## src/rtl/ring_step_pkg.sv

```systemverilog
package ring_step_pkg;
  localparam int ADDR_W     = 32;
  localparam int SIZE_W     = 4;
  localparam int UNIT_SHIFT = 3;   // stride unit is 8 bytes
  localparam int MIN_SIZE   = 2;   // 16-byte minimum descriptor
  localparam int RX_SIZE_LO = 12;
  localparam int TX_SIZE_LO = 16;
  localparam logic [31:0] CTRL_MASK  = 32'h00FF_FF00;
  localparam logic [31:0] CTRL_RESET = 32'h0002_2500;

  typedef enum logic [1:0] {
    SEL_CTRL = 2'd0,
    SEL_TXB  = 2'd1,
    SEL_RXB  = 2'd2
  } wsel_e;
endpackage

```

## src/rtl/ring_ctrl_reg.sv

```systemverilog
module ring_ctrl_reg
  import ring_step_pkg::*;
#(
  parameter int AW = ADDR_W,
  parameter int SW = SIZE_W,
  parameter int SH = UNIT_SHIFT
) (
  input  logic          clk,
  input  logic          rst,
  input  logic          we,
  input  logic [31:0]   din,
  output logic [31:0]   word,
  output logic [AW-1:0] tx_stride,
  output logic [AW-1:0] rx_stride,
  output logic          tx_err,
  output logic          rx_err
);
  logic [31:0]   word_q;
  logic [SW-1:0] tx_sz, rx_sz, tx_sz_n, rx_sz_n;

  assign tx_sz   = word_q[TX_SIZE_LO +: SW];
  assign rx_sz   = word_q[RX_SIZE_LO +: SW];
  assign tx_sz_n = din[TX_SIZE_LO +: SW];
  assign rx_sz_n = din[RX_SIZE_LO +: SW];

  always_ff @(posedge clk) begin
    if (rst) begin
      word_q <= CTRL_RESET;
      tx_err <= 1'b0;
      rx_err <= 1'b0;
    end else if (we) begin
      word_q <= din & CTRL_MASK;
      tx_err <= (tx_sz_n < SW'(MIN_SIZE));
      rx_err <= (rx_sz_n < SW'(MIN_SIZE));
    end
  end

  assign word      = word_q;
  assign tx_stride = AW'(tx_sz) << SH;
  assign rx_stride = AW'(rx_sz) << SH;

  AST_ERR_TX_SET: assert property (@(posedge clk) disable iff (rst)
    we && (din[TX_SIZE_LO +: SW] < SW'(MIN_SIZE)) |=> tx_err);
  AST_ERR_RX_CLR: assert property (@(posedge clk) disable iff (rst)
    we && (din[RX_SIZE_LO +: SW] >= SW'(MIN_SIZE)) |=> !rx_err);
  AST_ERR_HOLD: assert property (@(posedge clk) disable iff (rst)
    !we |=> $stable(tx_err) && $stable(rx_err));
  AST_CTRL_MASKED: assert property (@(posedge clk) disable iff (rst)
    we |=> (word & ~CTRL_MASK) == 32'h0);
endmodule

```

## src/rtl/ring_ptr_unit.sv

```systemverilog
module ring_ptr_unit
  import ring_step_pkg::*;
#(
  parameter int AW = ADDR_W
) (
  input  logic          clk,
  input  logic          rst,
  input  logic          base_we,
  input  logic [AW-1:0] base_d,
  input  logic          adv,
  input  logic          eor,
  input  logic [AW-1:0] stride,
  output logic [AW-1:0] ptr
);
  logic [AW-1:0] base_q;

  always_ff @(posedge clk) begin
    if (rst) begin
      base_q <= '0;
      ptr    <= '0;
    end else if (base_we) begin
      base_q <= base_d;
      ptr    <= base_d;
    end else if (adv) begin
      ptr <= eor ? base_q : ptr + stride;
    end
  end

  AST_STEP_FWD: assert property (@(posedge clk) disable iff (rst)
    adv && !eor && !base_we |=> ptr == $past(ptr) + $past(stride));
  AST_EOR_WRAP: assert property (@(posedge clk) disable iff (rst)
    adv && eor && !base_we |=> ptr == $past(base_q));
  AST_BASE_WINS: assert property (@(posedge clk) disable iff (rst)
    base_we |=> ptr == $past(base_d));
  AST_IDLE_HOLD: assert property (@(posedge clk) disable iff (rst)
    !adv && !base_we |=> $stable(ptr));
endmodule

```

## src/rtl/desc_ring_stepper.sv

```systemverilog
module desc_ring_stepper
  import ring_step_pkg::*;
(
  input  logic        clk,
  input  logic        rst,
  input  logic        wr_en,
  input  logic [1:0]  wr_sel,
  input  logic [31:0] wr_data,
  input  logic        tx_adv,
  input  logic        tx_eor,
  input  logic        rx_adv,
  input  logic        rx_eor,
  output logic [31:0] ctrl_rd,
  output logic [31:0] tx_addr,
  output logic [31:0] rx_addr,
  output logic        tx_size_err,
  output logic        rx_size_err
);
  localparam int NRING = 2;   // index 0 transmit, 1 receive

  logic [ADDR_W-1:0] stride_v [NRING];
  logic [ADDR_W-1:0] ptr_v    [NRING];
  logic              adv_v    [NRING];
  logic              eor_v    [NRING];
  logic              bwe_v    [NRING];

  assign adv_v[0] = tx_adv;
  assign adv_v[1] = rx_adv;
  assign eor_v[0] = tx_eor;
  assign eor_v[1] = rx_eor;
  assign bwe_v[0] = wr_en && (wr_sel == SEL_TXB);
  assign bwe_v[1] = wr_en && (wr_sel == SEL_RXB);

  ring_ctrl_reg #(.AW(ADDR_W), .SW(SIZE_W), .SH(UNIT_SHIFT)) u_ctrl (
    .clk       (clk),
    .rst       (rst),
    .we        (wr_en && (wr_sel == SEL_CTRL)),
    .din       (wr_data),
    .word      (ctrl_rd),
    .tx_stride (stride_v[0]),
    .rx_stride (stride_v[1]),
    .tx_err    (tx_size_err),
    .rx_err    (rx_size_err)
  );

  for (genvar g = 0; g < NRING; g++) begin : g_ring
    ring_ptr_unit #(.AW(ADDR_W)) u_ptr (
      .clk     (clk),
      .rst     (rst),
      .base_we (bwe_v[g]),
      .base_d  (wr_data[ADDR_W-1:0]),
      .adv     (adv_v[g]),
      .eor     (eor_v[g]),
      .stride  (stride_v[g]),
      .ptr     (ptr_v[g])
    );
  end

  assign tx_addr = ptr_v[0];
  assign rx_addr = ptr_v[1];

  AST_RX_UNTOUCHED: assert property (@(posedge clk) disable iff (rst)
    !rx_adv && !(wr_en && wr_sel == SEL_RXB) |=> $stable(rx_addr));
  AST_TX_UNTOUCHED: assert property (@(posedge clk) disable iff (rst)
    !tx_adv && !(wr_en && wr_sel == SEL_TXB) |=> $stable(tx_addr));
endmodule

```

## config.mk

```make
export PLATFORM = sky130hd
export DESIGN_NAME = desc_ring_stepper
export DESIGN_NICKNAME = d
export VERILOG_FILES = /design/src/rtl/ring_step_pkg.sv /design/src/rtl/ring_ctrl_reg.sv /design/src/rtl/ring_ptr_unit.sv /design/src/rtl/desc_ring_stepper.sv
export SDC_FILE = /design/constraint.sdc
export NUM_CORES = 1
export LEC_CHECK = 0
export CAP_MARGIN = 30
export CORE_MARGIN = 3
export CORE_UTILIZATION = 59
export DETAILED_ROUTE_END_ITERATION = 8
export DONT_BUFFER_PORTS = 1
export PLACE_DENSITY_LB_ADDON = 0.08
export SETUP_SLACK_MARGIN = 0.15
export SLEW_MARGIN = 20
export SYNTH_ARGS = -nofsm -noshare
export SYNTH_HDL_FRONTEND = slang
export SYNTH_SLANG_ARGS = --single-unit
export TNS_END_PERCENT = 100
```

## constraint.sdc

```tcl
create_clock -name clk -period 6.6 [get_ports clk]
set_input_delay 0.66 -clock clk [delete_from_list [all_inputs] [get_ports clk]]
set_output_delay 0.66 -clock clk [all_outputs]
set_load 0.005 [all_outputs]
```

==> impl_metrics.toml, run 1 <==
[outcome]
run_status = "complete, no violations"

[routing]
drtIter0Drc = 951
viasPerCell = 6.66
m1WireLength_mm = 9.23
dr.pass1.iters = 6
ant_nets = 0
wl_met2_mm = 10.8
drt_wl_total_mm = 23.5
top_layer_used = "met4"
via_count = 7410
drc = 0
met3WireLength_mm = 2.79
wl_per_cell_um = 21.1

[pwr]
powerDensity_nw_per_um2 = 255
power_leakage_nw = 2.87
ir_drop_mv = 0.175

[synthesis]
synth_edf_count = 0
synth_cells = 976
yosysSeqAreaShare_pct = 38.6
synthArstFlopShare_pct = 0
netlist_area_um2 = 7570
yosysTopAreaCell = "dfxtp_1"
synth_flop_cell = "dfxtp_1"
synth_area_leaders = "dfxtp_1, nand2_1, a21oi_1"
synth_area_per_cell_um2 = 7.75
synth.ff_latch_count = 146
synth_top_area_share_pct = 38.6
synth.distinct_cells = 71
yosysWarnings = 0

[global_routing]
track_usage_pct = 32.3
grt_overflow = 0
antenna_found_initial = 0
grt_pass1_vias = 6932
grt_pass1_wl_mm = 36.8
grt_max_degree = 125

[die]
rows = 40
die_h_um = 119
die_area_um2 = 14200
start_util_pct = 61.7
core_area_um2 = 12300
ios = 139
die_x_um = 119

[layout]
nNetsFinal = 983
area_growth_pct = 6.88
antenna_cells = 0
utilization_pct = 66.0
drive_gt1_share_pct = 5.40

[clock_tree]
cts_resized = 0
postCtsSetupBuffers = 0
cts_hold_buf = 0
htree_levels = 4
cts-root-buf = "clkbuf_16"
clkSinkCount = 146
clk_pin_slew_ns = 0.06
numCtsBuffers = 17
cts_tree = "built"
clockBufferDepth = 2
clkLatencyLatePin_ns = 0.43

[sta]
fin_crit_ns = 2.85
finalHoldViolCount = 0
tightest_slew_ns = 0.929
rsz0062_at_grt = "no"
period_share_pct = 43.2
maxSlewHeadroom_pct = 37.6
tns_ns = 0
slew_violations = 0
timing.fmax_ghz = 0.350
skew_ns = 0.00737
setup_viol = 0

[placed_design]
dp_hpwl_mm = 15.2
portBuffers = 0
place_congestion = 0.929

[worst_setup_path]
cp_slowest_stage_delay_ns = 0.56
critPathBufInv = 1
path_delay_family = "compound AO/OA/AOI/OAI gates"
cp_slowest_cell = "o31a_1"
worstPathRequired_ns = 6.90
crit_start = "u_ctrl.word[12]"
worst_ep_arrival_time_ns = 3.15
worstSetupEndpointType = "flip-flop"
critPathLaunchType = "flip-flop"
r2r-start = "u_ctrl.word[12]"
crit_chain = "ha_1 > inv_1 > fa_1 > nor2b_1 > o31a_1 > nand3_1 > o41ai_1 > o22ai_1"
crit_type = "flip-flop to flip-flop"
crit_fanout = 15

[flow_run]
drv_cap = 0

[min_path]
hp-class = "input pin to flip-flop"
hp-start = "rst"
-- worst register-to-register path, cell delays in order (launching register included) --
cell and delay (ns):
dfxtp_1 0.38, ha_1 0.19, inv_1 0.06, fa_1 0.40
nor2b_1 0.24, o31a_1 0.56, nand3_1 0.36, o41ai_1 0.40
o22ai_1 0.14
-- cells in the mapped netlist, types with 9 or more instances --
| cell | count |
|---|---|
| nand2_1 | 214 |
| dfxtp_1 | 146 |
| a21oi_1 | 129 |
| clkbuf_1 | 55 |
| nand3_1 | 38 |
| o21ai_0 | 31 |
| and3_1 | 29 |
| nor2_1 | 24 |
| o211ai_1 | 24 |
| buf_4 | 18 |
| nand4_1 | 17 |
| inv_1 | 16 |
| mux2i_1 | 13 |
| a31oi_1 | 11 |
| o21a_1 | 11 |
| xor2_1 | 11 |
| a22o_1 | 9 |
| or4_1 | 9 |
-- flip-flops by register name (all words and copies together) (netlist names) --
signal	cells
g_ring.u_ptr.base_q	64
g_ring.u_ptr.ptr	64
u_ctrl.word	16
u_ctrl.rx_err	1
u_ctrl.tx_err	1
-- report_power, final --
group	switching [W]	total [W]	internal [W]
registers	0.0000455	0.000964	0.000919
clock network	0.000385	0.000939	0.000554
logic	0.0000922	0.000156	0.0000638
-- through the flow --
stage | setup slack (ns) | power (W) | area [um^2] | std cells | hold WS [ns]
2_1_floorplan | 4.37 | 0.00112 | 7620 | 991 | 0.431
3_3_place_gp | 3.72 | 0.00112 | 7480 | 1079 | 0.431
4_1_cts | 3.82 | 0.00206 | 8050 | 1111 | 0.301
6_report | 3.75 | 0.00206 | 8090 | 1113 | 0.307
5_1_grt | 3.60 | 0.00213 | 8090 | 1113 | 0.301
3_5_place_dp | 3.68 | 0.00113 | 7480 | 1079 | 0.436
-- path summary, 6_finish.rpt --
kind,cells after the start,slack [ns],end
worst min-delay path,1,0.31,g_ring[0].u_ptr.base_q[29]
worst max-delay path,8,3.75,g_ring[1].u_ptr.ptr[31]
worst min register to register,2,0.45,g_ring[0].u_ptr.base_q[17]
worst max register to register,8,3.75,g_ring[1].u_ptr.ptr[31]
-- cells by family after synthesis --
group                      synth area share, %
AOI/OAI and AO/OA                         24.6
xor gates and xnor gates                  1.97
adders and majority gates                 1.85
buffers and inverters                     6.10
DFF                                       38.6
muxes                                     2.17
other                                   0.0495
and+or+nand+nor                           24.6
-- layer usage --
metal,global-route usage (%),vias to the layer above
met5,0,-
met4,13.6,0
met3,11.4,61
met2,50.4,403
met1,40.4,3545
li1,-,3401
-- area by class of cell --
cell class	instances	area, um^2
timing repair buffer	7	72.6
fill	1035	4170
multi-input combinational	743	4250
sequential	146	2920
clock inverter	13	139
clock buffer	19	433
tap	168	210
inverter	17	63.8
-- layout by cell type, fill, tap and decap left out, types with 7 or more instances in the layout --
master,count
o21a_1,11
mux2i_1,13
dfxtp_1,146
o211ai_1,24
xor2_1,11
conb_1,16
inv_1,16
a31oi_1,11
nand3b_1,8
nor3_1,8
and3_1,29
a21boi_0,8
or4_1,9
and2_1,8
o22ai_1,8
a22oi_1,7
o221ai_1,7
clkbuf_16,17
a22o_1,9
clkinvlp_4,8
a21oi_1,129
ha_1,8
nor2_1,24
nand4_1,17
o21ai_0,31
nand2_1,214
nand3_1,38
No activity file was read; power rests on OpenSTA's default activity.
==> run 2, diff against run 1 <==
--- a/config.mk
+++ b/config.mk
@@ -5,9 +5,10 @@
 export SDC_FILE = /design/constraint.sdc
 export NUM_CORES = 1
 export LEC_CHECK = 0
+export ABC_AREA = 1
 export CAP_MARGIN = 30
 export CORE_MARGIN = 3
-export CORE_UTILIZATION = 59
+export CORE_UTILIZATION = 58
 export DETAILED_ROUTE_END_ITERATION = 8
 export DONT_BUFFER_PORTS = 1
 export PLACE_DENSITY_LB_ADDON = 0.08
==> constraint.sdc (replaced) <==
create_clock -name clk -period 2.5 [get_ports clk]
set_input_delay 0.25 -clock clk [delete_from_list [all_inputs] [get_ports clk]]
set_output_delay 0.25 -clock clk [all_outputs]
set_load 0.005 [all_outputs]
==> impl_metrics.toml, run 2 <==
[outcome]
run_status = "complete, no violations"

[placed_design]
dpl_cell_area_um2 = 8060
dp_hpwl_mm = 16.9
place_congestion = 0.937
portBuffers = 0
place_inst = 1421

[sta]
timing.hold.ws_ns = 0.00348
fin_crit_ns = 2.27
timing.fmax_ghz = 0.441
maxSlewHeadroom_pct = 44.0
tightest_slew_ns = 0.839
period_share_pct = 90.8
slew_violations = 0
skew_ns = 0.00753
finalHoldViolCount = 0
setup_viol = 0
rsz0062_at_grt = "no"
tns_ns = 0

[worst_setup_path]
crit_fanout = 4
r2r-start = "g_ring[1].u_ptr.ptr[3]"
worstPathRequired_ns = 2.81
worstSetupEndpointType = "flip-flop"
worst_ep_arrival_time_ns = 2.58
critPathLaunchType = "flip-flop"
crit_type = "flip-flop to flip-flop"
crit_start = "g_ring[1].u_ptr.ptr[3]"

[clock_tree]
clockBufferDepth = 2
cts_tree = "built"
numCtsBuffers = 17
clkLatencyLatePin_ns = 0.43
cts-root-buf = "clkbuf_16"
htree_levels = 4
clkSinkCount = 146
clk_pin_slew_ns = 0.06

[pwr]
ir_drop_mv = 0.498
p_sw_share_pct = 27.1
powerDensity_nw_per_um2 = 607
seq_power_share_pct = 44.8
comb_power_share_pct = 11.1
p_sw_w = 0.00156
p_clk_share_pct = 44.1
p_int_w = 0.00419
power_leakage_nw = 3.79

[synthesis]
post-synth-top-count-cell = "nand2_1"
synthArstFlopShare_pct = 0
synth.distinct_cells = 35
yosysTopAreaCell = "dfxtp_1"
synth_flop_cell = "dfxtp_1"
yosysSeqAreaShare_pct = 36.4
synth_common_cells = "nand2_1, nor2_1, dfxtp_1"
synth_area_leaders = "dfxtp_1, nand2_1, nor2_1"
synth_edf_count = 0
yosysWarnings = 0
netlist_area_um2 = 8040
synth.ff_latch_count = 146
synth_top_area_share_pct = 36.4
synth_cells = 1287
synth_area_per_cell_um2 = 6.25

[layout]
nNetsFinal = 1389
fin_area_um2 = 9460
layout.cells.non_filler = 1528
area_growth_pct = 17.7
fill_cells = 1210
final_cell_mix = "nand2_1, nor2_1, dfxtp_1, a21oi_1, inv_1"
drive_gt1_share_pct = 6.88
layout_commonest_cell = "nand2_1"

[die]
ios = 139
die_h_um = 124
rows = 42
die_area_um2 = 15300
die_x_um = 124
start_util_pct = 60.0
core_area_um2 = 13400

[routing]
drt_wl_total_mm = 25.8
top_layer_used = "met4"
wl_per_cell_um = 16.9
via_count = 8680
drtIter0Drc = 1027
drc = 0
m1WireLength_mm = 10.8
met3WireLength_mm = 2.97
ant_nets = 0
wl_met2_mm = 11.4
viasPerCell = 5.68
dr.pass1.iters = 5

[global_routing]
grt_max_degree = 76
antenna_found_initial = 0
track_usage_pct = 34.2
grt_overflow = 0
grt_pass1_vias = 7864
grt_pass1_wl_mm = 40.8

[min_path]
hp-class = "input pin to flip-flop"
hp-start = "wr_data[24]"

[flow_run]
drv_cap = 0
run 2: cell types whose count changed in the layout (fill, tap and decap cells not counted), moves of 10 or more:
cell / before / now
and3_1: 29 / 0
nand2_1: 214 / 354
mux2i_1: 13 / 0
nor2_1: 24 / 204
nand3_1: 38 / 108
dlygate4sd3_1: 0 / 71
o21a_1: 11 / 1
inv_1: 16 / 116
o21ai_0: 31 / 76
run 2: final cells by class:
type                    instances  area [um^2]  share of cell area (%)
clock buffers                  20          447                    4.72
multi-input cells             968         4440                    46.9
clock inverters                12          134                    1.41
inverters                     120          450                    4.76
repair buffers                 85          836                    8.83
well taps                     176          220                    2.33
flip-flops and latches        146         2930                    31.0
diodes                          1         2.50                  0.0264
run 2: critical path: stages, from the launching register on:
cell,delay (ns)
dfxtp_1,0.38
ha_2,0.24
inv_1,0.06
fa_2,0.38
xor2_1,0.18
nand2_1,0.09
o211ai_1,0.13
a31oi_1,0.12
dlygate4sd3_1,0.57
run 2: stage by stage:
step | worst slack (ns) | total power (W) | util, %
after global routing | 0.129 | 0.00595 | 70.6
after floorplan | 0.537 | 0.00304 | -
after global placement | 0.295 | 0.00312 | 60.1
after CTS | 0.150 | 0.00573 | 70.0
final | 0.231 | 0.00574 | 70.6
after detailed placement | 0.187 | 0.00313 | 60.1
run 2: logic make-up (layout without fill, tap and decap cells):
logic type / after synthesis / count (layout) / share of synthesized area [%]
fa+ha+maj: 10 / 10 / 1.74
compound gates: 228 / 228 / 15.0
buf+inv: 188 / 237 / 9.90
simple gates: 708 / 708 / 36.3
other cells: 1 / 17 / 0.0466
flops: 146 / 146 / 36.4
xor+xnor: 6 / 6 / 0.654
run 2: what timing repair did:
| action | CTS | global route |
|---|---|---|
| gates resized for setup | 0 | 27 |
| buffers inserted | 0 | 2 |
| hold buffers | 72 | 0 |
| endpoints found under the setup margin | 0 | 17 |
| hold endpoints to repair | 140 | 0 |
run 2: power groups by stage:
stage | sequential, W | combinational (W) | clock, W
floorplan | 0.00258 | 0.000460 | 0
global placement | 0.00262 | 0.000506 | 0
detailed placement | 0.00262 | 0.000514 | 0
CTS | 0.00257 | 0.000619 | 0.00254
global route | 0.00259 | 0.000722 | 0.00264
finish | 0.00257 | 0.000636 | 0.00253
run 2: layer usage:
metal  up-vias  global-route usage (%)
met5         -                       0
met4         0                    12.0
met3        56                    11.0
met2       391                    50.9
met1      4017                    46.6
li1       4216                       -
run 2: worst paths after layout:
path / endpoint / slack, ns / cells past startpoint
max: g_ring[1].u_ptr.ptr[5] / 0.23 / 8
min: g_ring[1].u_ptr.base_q[24] / 0.003 / 2
max reg2reg: g_ring[1].u_ptr.ptr[5] / 0.23 / 8
min reg2reg: g_ring[1].u_ptr.base_q[21] / 0.46 / 2
==> run 3, diff against run 2 <==
--- a/config.mk
+++ b/config.mk
@@ -11,6 +11,7 @@
 export CORE_UTILIZATION = 58
 export DETAILED_ROUTE_END_ITERATION = 8
 export DONT_BUFFER_PORTS = 1
+export HOLD_SLACK_MARGIN = 0.03
 export PLACE_DENSITY_LB_ADDON = 0.08
 export SETUP_SLACK_MARGIN = 0.15
 export SLEW_MARGIN = 20
==> impl_metrics.toml, run 3 (same netlist as run 2, synthesis figures left out) <==
[sta]
tightest_slew_ns = 0.842
rsz0062_at_grt = "no"
setup_viol = 0
timing.fmax_ghz = 0.442
fin_crit_ns = 2.26
period_share_pct = 90.4
skew_ns = 0.00672
slew_violations = 0
maxSlewHeadroom_pct = 43.8
tns_ns = 0
finalHoldViolCount = 0
timing.hold.ws_ns = 0.0264

[pwr]
p_sw_w = 0.00156
p_int_w = 0.00419
power_leakage_nw = 3.82
seq_power_share_pct = 44.7
p_sw_share_pct = 27.1
p_clk_share_pct = 44.0
ir_drop_mv = 0.495
comb_power_share_pct = 11.3
powerDensity_nw_per_um2 = 604

[worst_setup_path]
cp_slowest_stage_delay_ns = 0.55
path_delay_family = "simple AND/OR/NAND/NOR gates"
cp-endpoint = "g_ring[1].u_ptr.ptr[22]"
rr_worst_depth = 10
critPathBufInv = 1
worst_ep_arrival_time_ns = 2.63
crit_start = "g_ring[1].u_ptr.ptr[5]"
path_common_cell = "nand2_1"
cp_slowest_cell = "dlygate4sd3_1"
r2r-start = "g_ring[1].u_ptr.ptr[5]"
r2r-end = "g_ring[1].u_ptr.ptr[22]"
critPathLaunchType = "flip-flop"
crit_fanout = 6
crit_cells = 10
r2r_setup_slack_ns = 0.24
crit_type = "flip-flop to flip-flop"
crit_chain = "ha_2 > nand2_1 > nand3_1 > nand2_1 > nand2_4 > nand4_1 > nand3_1 > nand2_1 > a21oi_1 > dlygate4sd3_1"
worstSetupEndpointType = "flip-flop"
worstPathRequired_ns = 2.87

[clock_tree]
clkLatencyLatePin_ns = 0.43
cts_tree = "built"
htree_levels = 4
clk_pin_slew_ns = 0.06
numCtsBuffers = 17
clkSinkCount = 146
clockBufferDepth = 2
cts-root-buf = "clkbuf_16"

[placed_design]
place_congestion = 0.937
portBuffers = 0
dp_hpwl_mm = 16.9

[layout]
layout_commonest_cell = "nand2_1"
area_growth_pct = 18.6
drive_gt1_share_pct = 6.92
final_cell_mix = "nand2_1, nor2_1, dfxtp_1, a21oi_1, inv_1"
nNetsFinal = 1397
antenna_cells = 0

[global_routing]
antenna_found_initial = 0
grt_pass1_wl_mm = 41.0
grt_pass1_vias = 7938
track_usage_pct = 34.3
grt_max_degree = 76
grt_overflow = 0

[die]
die_x_um = 124
start_util_pct = 60.0
ios = 139
die_h_um = 124
rows = 42
die_area_um2 = 15300
core_area_um2 = 13400

[routing]
drc = 0
dr.pass1.iters = 6
via_count = 8789
wl_per_cell_um = 16.9
ant_nets = 0
drtIter0Drc = 966
drt_wl_total_mm = 25.9
viasPerCell = 5.73

[min_path]
hp-start = "wr_data[20]"
hp-class = "input pin to flip-flop"

[flow_run]
drv_cap = 0

[outcome]
run_status = "complete, no violations"
==> run 3: per-layer routing <==
metal | vias up | global-route usage (%) | routed length [um]
met3 | 64 | 10.2 | 3000
met2 | 478 | 51.5 | 11500
li1 | 4234 | - | -
met4 | 0 | 11.8 | 679
met1 | 4013 | 47.1 | 10700
met5 | - | 0 | 0
==> run 3: metrics by stage <==
| step | total power, W | utilization, % | worst slack (ns) | std cells | cell area (um^2) |
|---|---|---|---|---|---|
| floorplan | 0.00304 | - | 0.537 | 1302 | 8100 |
| global placement | 0.00312 | 60.1 | 0.295 | 1421 | 8060 |
| detailed placement | 0.00313 | 60.1 | 0.187 | 1421 | 8060 |
| CTS | 0.00574 | 70.5 | 0.150 | 1532 | 9450 |
| global route | 0.00597 | 71.1 | 0.129 | 1535 | 9530 |
| finish | 0.00576 | 71.1 | 0.240 | 1535 | 9530 |
==> run 3: what timing repair did <==
item                                    in CTS  in global routing
hold endpoints to repair                   144                  0
hold buffers                                79                  0
setup buffers                                0                  3
resized for setup                            0                 26
endpoints found under the setup margin       0                 17
==> run 3: worst min-delay path by stage <==
stage	end	slack (ns)	cells past startpoint
finish	g_ring[0].u_ptr.base_q[20]	0.03	2
CTS	g_ring[0].u_ptr.ptr[7]	0.03	2
global placement	g_ring[0].u_ptr.base_q[3]	0.33	1
global route	g_ring[1].u_ptr.base_q[28]	0.03	2
floorplan	u_ctrl.word[10]	0.38	2
detailed placement	u_ctrl.rx_err	0.33	1
==> run 3: power groups by stage <==
stage / registers, W / clock network, W / logic, W
2_1_floorplan: 0.00258 / 0 / 0.000460
3_3_place_gp: 0.00262 / 0 / 0.000506
3_5_place_dp: 0.00262 / 0 / 0.000514
4_1_cts: 0.00257 / 0.00254 / 0.000633
5_1_grt: 0.00259 / 0.00264 / 0.000736
6_report: 0.00257 / 0.00253 / 0.000652
==> run 3: final cells by class <==
class / instances / area (um^2)
Multi-Input combinational cell: 968 / 4430
Fill cell: 1201 / 3870
Sequential cell: 146 / 2930
Timing Repair Buffer: 93 / 913
Inverter: 120 / 450
Clock buffer: 20 / 447
Tap cell: 176 / 220
Clock inverter: 12 / 134
==> run 3: worst register-to-register path, delay by kind of cell (launching register included) <==
| kind | cells | cell delay (ns) |
|---|---|---|
| AOI/OAI and AO/OA | 1 | 0.11 |
| adders and majority gates | 1 | 0.38 |
| buffers and inverters | 1 | 0.55 |
| DFF | 1 | 0.34 |
| and+or+nand+nor | 7 | 0.83 |
